### src/rtl/sdr_seq_pkg.sv
package sdr_seq_pkg;

  // Pin order {cs_n, ras_n, cas_n, we_n}
  typedef enum logic [3:0] {
    CMD_MRS = 4'b0000,
    CMD_REF = 4'b0001,
    CMD_PRE = 4'b0010,
    CMD_NOP = 4'b0111
  } sdr_cmd_e;

  typedef enum logic [3:0] {
    ST_HOLD,
    ST_PALL,
    ST_PWAIT,
    ST_IREF,
    ST_IWAIT,
    ST_MRS,
    ST_MWAIT,
    ST_IDLE,
    ST_RPRE,
    ST_RPWAIT,
    ST_RREF,
    ST_RRWAIT
  } seq_state_e;

endpackage

### src/rtl/sdr_gap_timer.sv
module sdr_gap_timer #(
  parameter int CNT_W   = 16,
  parameter int RST_VAL = 1
) (
  input  logic             clk,
  input  logic             rst_n,
  input  logic             load,
  input  logic [CNT_W-1:0] load_val,
  output logic             expired
);

  localparam logic [CNT_W-1:0] RST_C = CNT_W'(RST_VAL);

  logic [CNT_W-1:0] cnt_q;

  always_ff @(posedge clk or negedge rst_n) begin
    if (!rst_n)           cnt_q <= RST_C;
    else if (load)        cnt_q <= load_val;
    else if (cnt_q != '0) cnt_q <= cnt_q - 1'b1;
  end

  assign expired = (cnt_q == '0);

endmodule

### src/rtl/sdr_ref_interval.sv
module sdr_ref_interval #(
  parameter int INTERVAL    = 2589,
  parameter int MAX_PENDING = 8
) (
  input  logic clk,
  input  logic rst_n,
  input  logic en,
  input  logic take,
  output logic owed
);

  localparam int IV_W = (INTERVAL > 1) ? $clog2(INTERVAL) : 1;
  localparam int PD_W = $clog2(MAX_PENDING + 1);
  localparam logic [IV_W-1:0] IV_LAST = IV_W'(INTERVAL - 1);
  localparam logic [PD_W-1:0] PD_MAX  = PD_W'(MAX_PENDING);

  logic [IV_W-1:0] iv_q;
  logic [PD_W-1:0] pend_q;
  logic            tick;

  assign tick = en && (iv_q == IV_LAST);

  always_ff @(posedge clk or negedge rst_n) begin
    if (!rst_n)    iv_q <= '0;
    else if (!en)  iv_q <= '0;
    else if (tick) iv_q <= '0;
    else           iv_q <= iv_q + 1'b1;
  end

  always_ff @(posedge clk or negedge rst_n) begin
    if (!rst_n) begin
      pend_q <= '0;
    end else begin
      unique case ({tick, take})
        2'b10:   if (pend_q != PD_MAX) pend_q <= pend_q + 1'b1;
        2'b01:   pend_q <= pend_q - 1'b1;
        default: pend_q <= pend_q;
      endcase
    end
  end

  assign owed = (pend_q != '0);

endmodule

### src/rtl/sdr_seq_fsm.sv
module sdr_seq_fsm
  import sdr_seq_pkg::*;
#(
  parameter int T_RP      = 3,
  parameter int T_RC      = 9,
  parameter int T_MRD     = 2,
  parameter int INIT_REFS = 2,
  parameter bit MRS_FIRST = 1'b0,
  parameter int CNT_W     = 16
) (
  input  logic             clk,
  input  logic             rst_n,
  input  logic             expired,
  input  logic             owed,
  input  logic             ref_gnt,
  input  logic             req_seen,
  output sdr_cmd_e         cmd,
  output logic             load,
  output logic [CNT_W-1:0] load_val,
  output logic             take,
  output logic             at_idle,
  output logic             busy_ref
);

  localparam int IR_W = $clog2(INIT_REFS + 1);
  localparam logic [IR_W-1:0]  IREFS_C = IR_W'(INIT_REFS);
  localparam logic [CNT_W-1:0] LD_RP   = CNT_W'(T_RP - 2);
  localparam logic [CNT_W-1:0] LD_RC   = CNT_W'(T_RC - 2);
  localparam logic [CNT_W-1:0] LD_MRD  = CNT_W'(T_MRD - 2);

  seq_state_e      state_q, nxt;
  logic [IR_W-1:0] irefs_q;

  always_ff @(posedge clk or negedge rst_n) begin
    if (!rst_n) begin
      state_q <= ST_HOLD;
      irefs_q <= '0;
    end else begin
      state_q <= nxt;
      if (state_q == ST_IREF) irefs_q <= irefs_q + 1'b1;
    end
  end

  always_comb begin
    nxt      = state_q;
    cmd      = CMD_NOP;
    load     = 1'b0;
    load_val = '0;
    take     = 1'b0;
    unique case (state_q)
      ST_HOLD:  if (expired) nxt = ST_PALL;
      ST_PALL: begin
        cmd = CMD_PRE; load = 1'b1; load_val = LD_RP; nxt = ST_PWAIT;
      end
      ST_PWAIT: if (expired) nxt = MRS_FIRST ? ST_MRS : ST_IREF;
      ST_IREF: begin
        cmd = CMD_REF; load = 1'b1; load_val = LD_RC; nxt = ST_IWAIT;
      end
      ST_IWAIT: begin
        if (expired) begin
          if (irefs_q == IREFS_C) nxt = MRS_FIRST ? ST_IDLE : ST_MRS;
          else                    nxt = ST_IREF;
        end
      end
      ST_MRS: begin
        cmd = CMD_MRS; load = 1'b1; load_val = LD_MRD; nxt = ST_MWAIT;
      end
      ST_MWAIT: if (expired) nxt = MRS_FIRST ? ST_IREF : ST_IDLE;
      ST_IDLE: begin
        if (owed && ref_gnt && req_seen) begin
          take = 1'b1;
          nxt  = ST_RPRE;
        end
      end
      ST_RPRE: begin
        cmd = CMD_PRE; load = 1'b1; load_val = LD_RP; nxt = ST_RPWAIT;
      end
      ST_RPWAIT: if (expired) nxt = ST_RREF;
      ST_RREF: begin
        cmd = CMD_REF; load = 1'b1; load_val = LD_RC; nxt = ST_RRWAIT;
      end
      ST_RRWAIT: if (expired) nxt = ST_IDLE;
      default:   nxt = ST_HOLD;
    endcase
  end

  assign at_idle  = (state_q == ST_IDLE);
  assign busy_ref = (state_q == ST_RPRE) || (state_q == ST_RPWAIT) ||
                    (state_q == ST_RREF) || (state_q == ST_RRWAIT);

endmodule

### src/rtl/sdr_cmd_drive.sv
module sdr_cmd_drive
  import sdr_seq_pkg::*;
#(
  parameter int ADDR_W = 11,
  parameter int DQM_W  = 2,
  parameter int AP_BIT = 10
) (
  input  logic              clk,
  input  logic              rst_n,
  input  sdr_cmd_e          cmd,
  input  logic [ADDR_W-1:0] mode_key,
  input  logic              ready,
  input  logic              req_now,
  output logic [3:0]        pins,
  output logic [ADDR_W-1:0] addr,
  output logic [DQM_W-1:0]  dqm,
  output logic              done,
  output logic              req
);

  localparam logic [ADDR_W-1:0] AP_MASK = ADDR_W'(1) << AP_BIT;

  always_ff @(posedge clk or negedge rst_n) begin
    if (!rst_n) begin
      pins <= CMD_NOP;
      addr <= '0;
      dqm  <= '1;
      done <= 1'b0;
      req  <= 1'b0;
    end else begin
      pins <= cmd;
      unique case (cmd)
        CMD_MRS: addr <= mode_key;
        CMD_PRE: addr <= AP_MASK;
        default: addr <= '0;
      endcase
      dqm  <= {DQM_W{~ready}};
      done <= ready;
      req  <= req_now;
    end
  end

endmodule

### src/rtl/sdr_init_refresh.sv
module sdr_init_refresh
  import sdr_seq_pkg::*;
#(
  parameter int T_HOLD       = 33200,
  parameter int T_RP         = 3,
  parameter int T_RC         = 9,
  parameter int T_MRD        = 2,
  parameter int INIT_REFS    = 2,
  parameter bit MRS_FIRST    = 1'b0,
  parameter int REF_INTERVAL = 2589,
  parameter int MAX_PENDING  = 8,
  parameter int ADDR_W       = 11,
  parameter int BA_W         = 1,
  parameter int DQM_W        = 2,
  parameter int AP_BIT       = 10
) (
  input  logic              clk,
  input  logic              rst_n,
  input  logic [ADDR_W-1:0] mode_key,
  input  logic              ref_gnt,
  output logic              sd_cke,
  output logic              sd_cs_n,
  output logic              sd_ras_n,
  output logic              sd_cas_n,
  output logic              sd_we_n,
  output logic [ADDR_W-1:0] sd_addr,
  output logic [BA_W-1:0]   sd_ba,
  output logic [DQM_W-1:0]  sd_dqm,
  output logic              init_done,
  output logic              ref_req
);

  localparam int GAP_MAX = (T_RC > T_RP) ? ((T_RC > T_MRD) ? T_RC : T_MRD)
                                         : ((T_RP > T_MRD) ? T_RP : T_MRD);
  localparam int CNT_MAX = (T_HOLD > GAP_MAX) ? T_HOLD : GAP_MAX;
  localparam int CNT_W   = $clog2(CNT_MAX + 1);

  sdr_cmd_e         cmd;
  logic             load, expired, take, owed;
  logic [CNT_W-1:0] load_val;
  logic             at_idle, busy_ref, ready, req_now;
  logic [3:0]       pins;

  sdr_gap_timer #(
    .CNT_W  (CNT_W),
    .RST_VAL(T_HOLD - 1)
  ) u_timer (
    .clk     (clk),
    .rst_n   (rst_n),
    .load    (load),
    .load_val(load_val),
    .expired (expired)
  );

  sdr_seq_fsm #(
    .T_RP     (T_RP),
    .T_RC     (T_RC),
    .T_MRD    (T_MRD),
    .INIT_REFS(INIT_REFS),
    .MRS_FIRST(MRS_FIRST),
    .CNT_W    (CNT_W)
  ) u_fsm (
    .clk     (clk),
    .rst_n   (rst_n),
    .expired (expired),
    .owed    (owed),
    .ref_gnt (ref_gnt),
    .req_seen(ref_req),
    .cmd     (cmd),
    .load    (load),
    .load_val(load_val),
    .take    (take),
    .at_idle (at_idle),
    .busy_ref(busy_ref)
  );

  sdr_ref_interval #(
    .INTERVAL   (REF_INTERVAL),
    .MAX_PENDING(MAX_PENDING)
  ) u_interval (
    .clk  (clk),
    .rst_n(rst_n),
    .en   (init_done),
    .take (take),
    .owed (owed)
  );

  assign ready   = at_idle | busy_ref;
  assign req_now = busy_ref | (at_idle & owed);

  sdr_cmd_drive #(
    .ADDR_W(ADDR_W),
    .DQM_W (DQM_W),
    .AP_BIT(AP_BIT)
  ) u_drive (
    .clk     (clk),
    .rst_n   (rst_n),
    .cmd     (cmd),
    .mode_key(mode_key),
    .ready   (ready),
    .req_now (req_now),
    .pins    (pins),
    .addr    (sd_addr),
    .dqm     (sd_dqm),
    .done    (init_done),
    .req     (ref_req)
  );

  assign {sd_cs_n, sd_ras_n, sd_cas_n, sd_we_n} = pins;
  assign sd_cke = 1'b1;
  assign sd_ba  = '0;

endmodule

### config.mk
export PLATFORM = sky130hd
export DESIGN_NAME = sdr_init_refresh
export DESIGN_NICKNAME = d
export VERILOG_FILES = /design/src/rtl/sdr_seq_pkg.sv /design/src/rtl/sdr_gap_timer.sv /design/src/rtl/sdr_ref_interval.sv /design/src/rtl/sdr_seq_fsm.sv /design/src/rtl/sdr_cmd_drive.sv /design/src/rtl/sdr_init_refresh.sv
export SDC_FILE = /design/constraint.sdc
export NUM_CORES = 1
export LEC_CHECK = 0
export BUFFER_PORTS_ARGS = -buffer_cell sky130_fd_sc_hd__buf_4
export CAP_MARGIN = 40
export CORE_MARGIN = 5
export CORE_UTILIZATION = 44
export DETAILED_ROUTE_END_ITERATION = 8
export PLACE_DENSITY = 0.67
export SETUP_SLACK_MARGIN = 0.3
export SLEW_MARGIN = 20
export SYNTH_ARGS = -nofsm -noshare
export SYNTH_HDL_FRONTEND = slang
export SYNTH_SLANG_ARGS = --single-unit
export TNS_END_PERCENT = 50
### constraint.sdc
create_clock -name clk -period 5.1 [get_ports clk]
set_input_delay 0.51 -clock clk [delete_from_list [all_inputs] [get_ports clk]]
set_output_delay 0.51 -clock clk [all_outputs]
set_load 0.02 [all_outputs]
==> impl_metrics.toml <==
[run_status]
outcome = "finished clean"

[worst_setup_path]
worstSetupPathType = "reg -> reg"
cp-start-kind = "flop"
critical_path_required_ps = 5270
crit_top_cell = "nand2_1"
crit_path_max_fanout = 14
critical_path.max_stage_delay_ps = 610
critical_path_buf_inv_count = 1
path_delay_family = "simple AND/OR/NAND/NOR gates"
crit_arrival_ps = 2590
crit_path_cell_trace = "nand4b_1 > nor3_1 > nand2_1 > xnor2_1 > ha_1 > inv_1 > nand2_1 > o221ai_1 > o21ai_0"
crit_path_end_kind = "flop"
critPathSlowestCell = "dfrtp_1"

[drt]
routed_wl_mm = 5.087
dr.first_iter.drc_count = 86
drc = 0
wire_length_per_cell_um = 13.42
vias = 2039
antenna_violating_nets_post_route = 0
vias_per_cell = 5.380
drt_first_pass_iters = 4

[global_routing]
grt_pass1_vias = 1947
first_pass_grt_wire_length_mm = 8.776
number_of_antenna_violations_at_the_first_check_in_global_routing = 0
track_usage_pct = 13.90
grt_start_max_net_pins = 56
gr-total-overflow = 0

[layout]
layout.core_utilization_pct = 51.69
post-route-cell-area_um2 = 3097
layoutNonFillerInstCount = 379
antenna_cells = 0
final_layout_net_count = 323
drive_gt1_share_pct = 20.07
synthToLayoutAreaGrowth_pct = 13.12

[placed_design]
place_congestion = 0.7989
io_buffer_count = 31
numPlacedInstances = 371
place.detailed.hpwl_mm = 3.652
placement.cell_area_um2 = 3015

[synthesis]
async_flop_share_pct = 100.0
postSynthCellCount = 275
synth_area_um2 = 2738
synth_ff_type = "dfrtp_1"
synth-warning-count = 0
most_instantiated_cells_after_synthesis = "43 x dfrtp_1, 33 x nor2_1, 16 x inv_1"
syn-mean-instance-area_um2 = 9.955
post-synth-top-count-cell = "dfrtp_1"
synth_edf_count = 0
synth-seq-cells = 55
ys_top_cells_by_area = "dfrtp_1 39%, dfstp_2 12%, nor2_1 4.5%"
synth.distinct_cells = 50
synth_seq_area_share_pct = 50.82
synth_largest_area_cell = "dfrtp_1"
yosysTopAreaCellShare_pct = 39.31

[floorplan]
initial_core_util_pct = 45.70
io_pins = 35
design.die.area_um2 = 7900
core_area_um2 = 5991
die_w_um = 88.88
rows = 28
dieHeight_um = 88.88

[power]
power-per-cell-area_nw_per_um2 = 371.6
static-leakage-power_nw = 1.369
irDropWorstVdd_uv = 174.6
power_w = 0.001151

[clock_network]
maximum_clock_insertion_buffer_count = 2
clk_transition_reported_paths_ps = 90
ctsHtreeMaxLevel = 2
numClockSinks = 55
cts.hold.buffers_added = 0
tritoncts = "done"
cts_setup_buffers = 0
cts_resized = 0
root_buffer = "clkbuf_8"
clk_lat_worst_skew_ps = 300
cts_made_buffers = 5

[timing]
final-setup-viol-count = 0
hold_violations = 0
worstMarginPinSlew_ps = 672.0
timing.final.crit_period_ps = 2416
final.setup.tns_ps = 0
fmax_mhz = 413.8
layout_worst_path_cycle_share_pct = 47.38
clock_skew_after_layout_ps = 8.213
grt_setup_unrepaired = "false"
slew_viol_final = 0
relSlewSlack_pct = 55.20

[flow_run]
timing.max_cap.violations = 0

[worst_hold_path]
worst_hold_path_type = "in -> async"
## registers in the layout, summed over array words and instances (netlist names)
signal and flops:
u_timer.cnt_q 16, u_interval.iv_q 12, u_drive.addr 11, u_fsm.state_q 4, u_interval.pend_q 4, u_drive.pins 3
u_fsm.irefs_q 2, u_drive.done 1, u_drive.dqm 1, u_drive.req 1
## per-layer routing
metal  up-vias  global-route usage [%]  share of wire, %
met3         2                   4.842               7.0
met2        39                   21.73                44
li1       1005                       -                 -
met1       993                   18.74                49
met4         0                   3.022              0.45
met5         -                       0                 0
## area by class of cell
cell class / instances / area (um2)
Fill cell: 558 / 2894
Sequential cell: 55 / 1391
Multi-Input combinational cell: 192 / 1225
Timing Repair Buffer: 33 / 245.2
Tap cell: 75 / 93.84
Clock buffer: 7 / 76.32
Inverter: 16 / 60.06
Clock inverter: 1 / 5.005
## report_power, final
group / internal [W] / switching, W / total [W] / leakage (nW)
Sequential: 0.000531 / 0.0000923 / 0.000624 / 0.706
Combinational: 0.000137 / 0.000165 / 0.000302 / 0.621
Clock: 0.0000967 / 0.000128 / 0.000225 / 0.0422
## stage by stage
| stage | hold slack (ps) | worst slack, ps |
|---|---|---|
| finish | 245.6 | 2684 |
| global route | 294.2 | 2427 |
| CTS | 275.4 | 2682 |
| detailed placement | 516.0 | 2707 |
| global placement | 512.0 | 2824 |
| floorplan | 214.4 | 2978 |
## worst paths after layout
| kind | from | to | slack, ps | cells after the start |
|---|---|---|---|---|
| setup / recovery | u_fsm.state_q[2] | u_interval.pend_q[2] | 2680 | 9 |
| hold / removal | rst_n | u_timer.cnt_q[13] | 250 | 1 |
| setup reg to reg | u_fsm.state_q[2] | u_interval.pend_q[2] | 2680 | 9 |
| hold reg to reg | u_timer.cnt_q[2] | u_timer.cnt_q[2] | 530 | 2 |
| max in group asynchronous | rst_n | u_drive.addr[6] | 4410 | 1 |
| min in group clk | mode_key[3] | u_drive.addr[3] | 410 | 2 |
## kinds of logic after synthesis
group	after synthesis	synth area share (%)
AOI/OAI and AO/OA	48	11.84
xor gates and xnor gates	23	7.358
adders and majority gates	6	2.742
buffers and inverters	29	4.570
DFF	55	50.82
muxes	3	1.143
other	2	0.2743
and+or+nand+nor	109	21.25
## layout by cell type (no fill, tap or decap), drive strengths merged, types with 3 or more instances in the layout
cell	n
a211oi	3
a21oi	10
a31oi	3
and2	10
and3	8
buf	33
clkbuf	7
conb	3
dfrtp	43
dfstp	12
ha	6
inv	16
nand2	10
nand2b	6
nand3	7
nand4	3
nor2	33
nor3	10
nor4	4
o211ai	5
o21ai	9
or2	4
or3	5
xnor2	12
xor2	11
(Power assumes the default switching activity.)
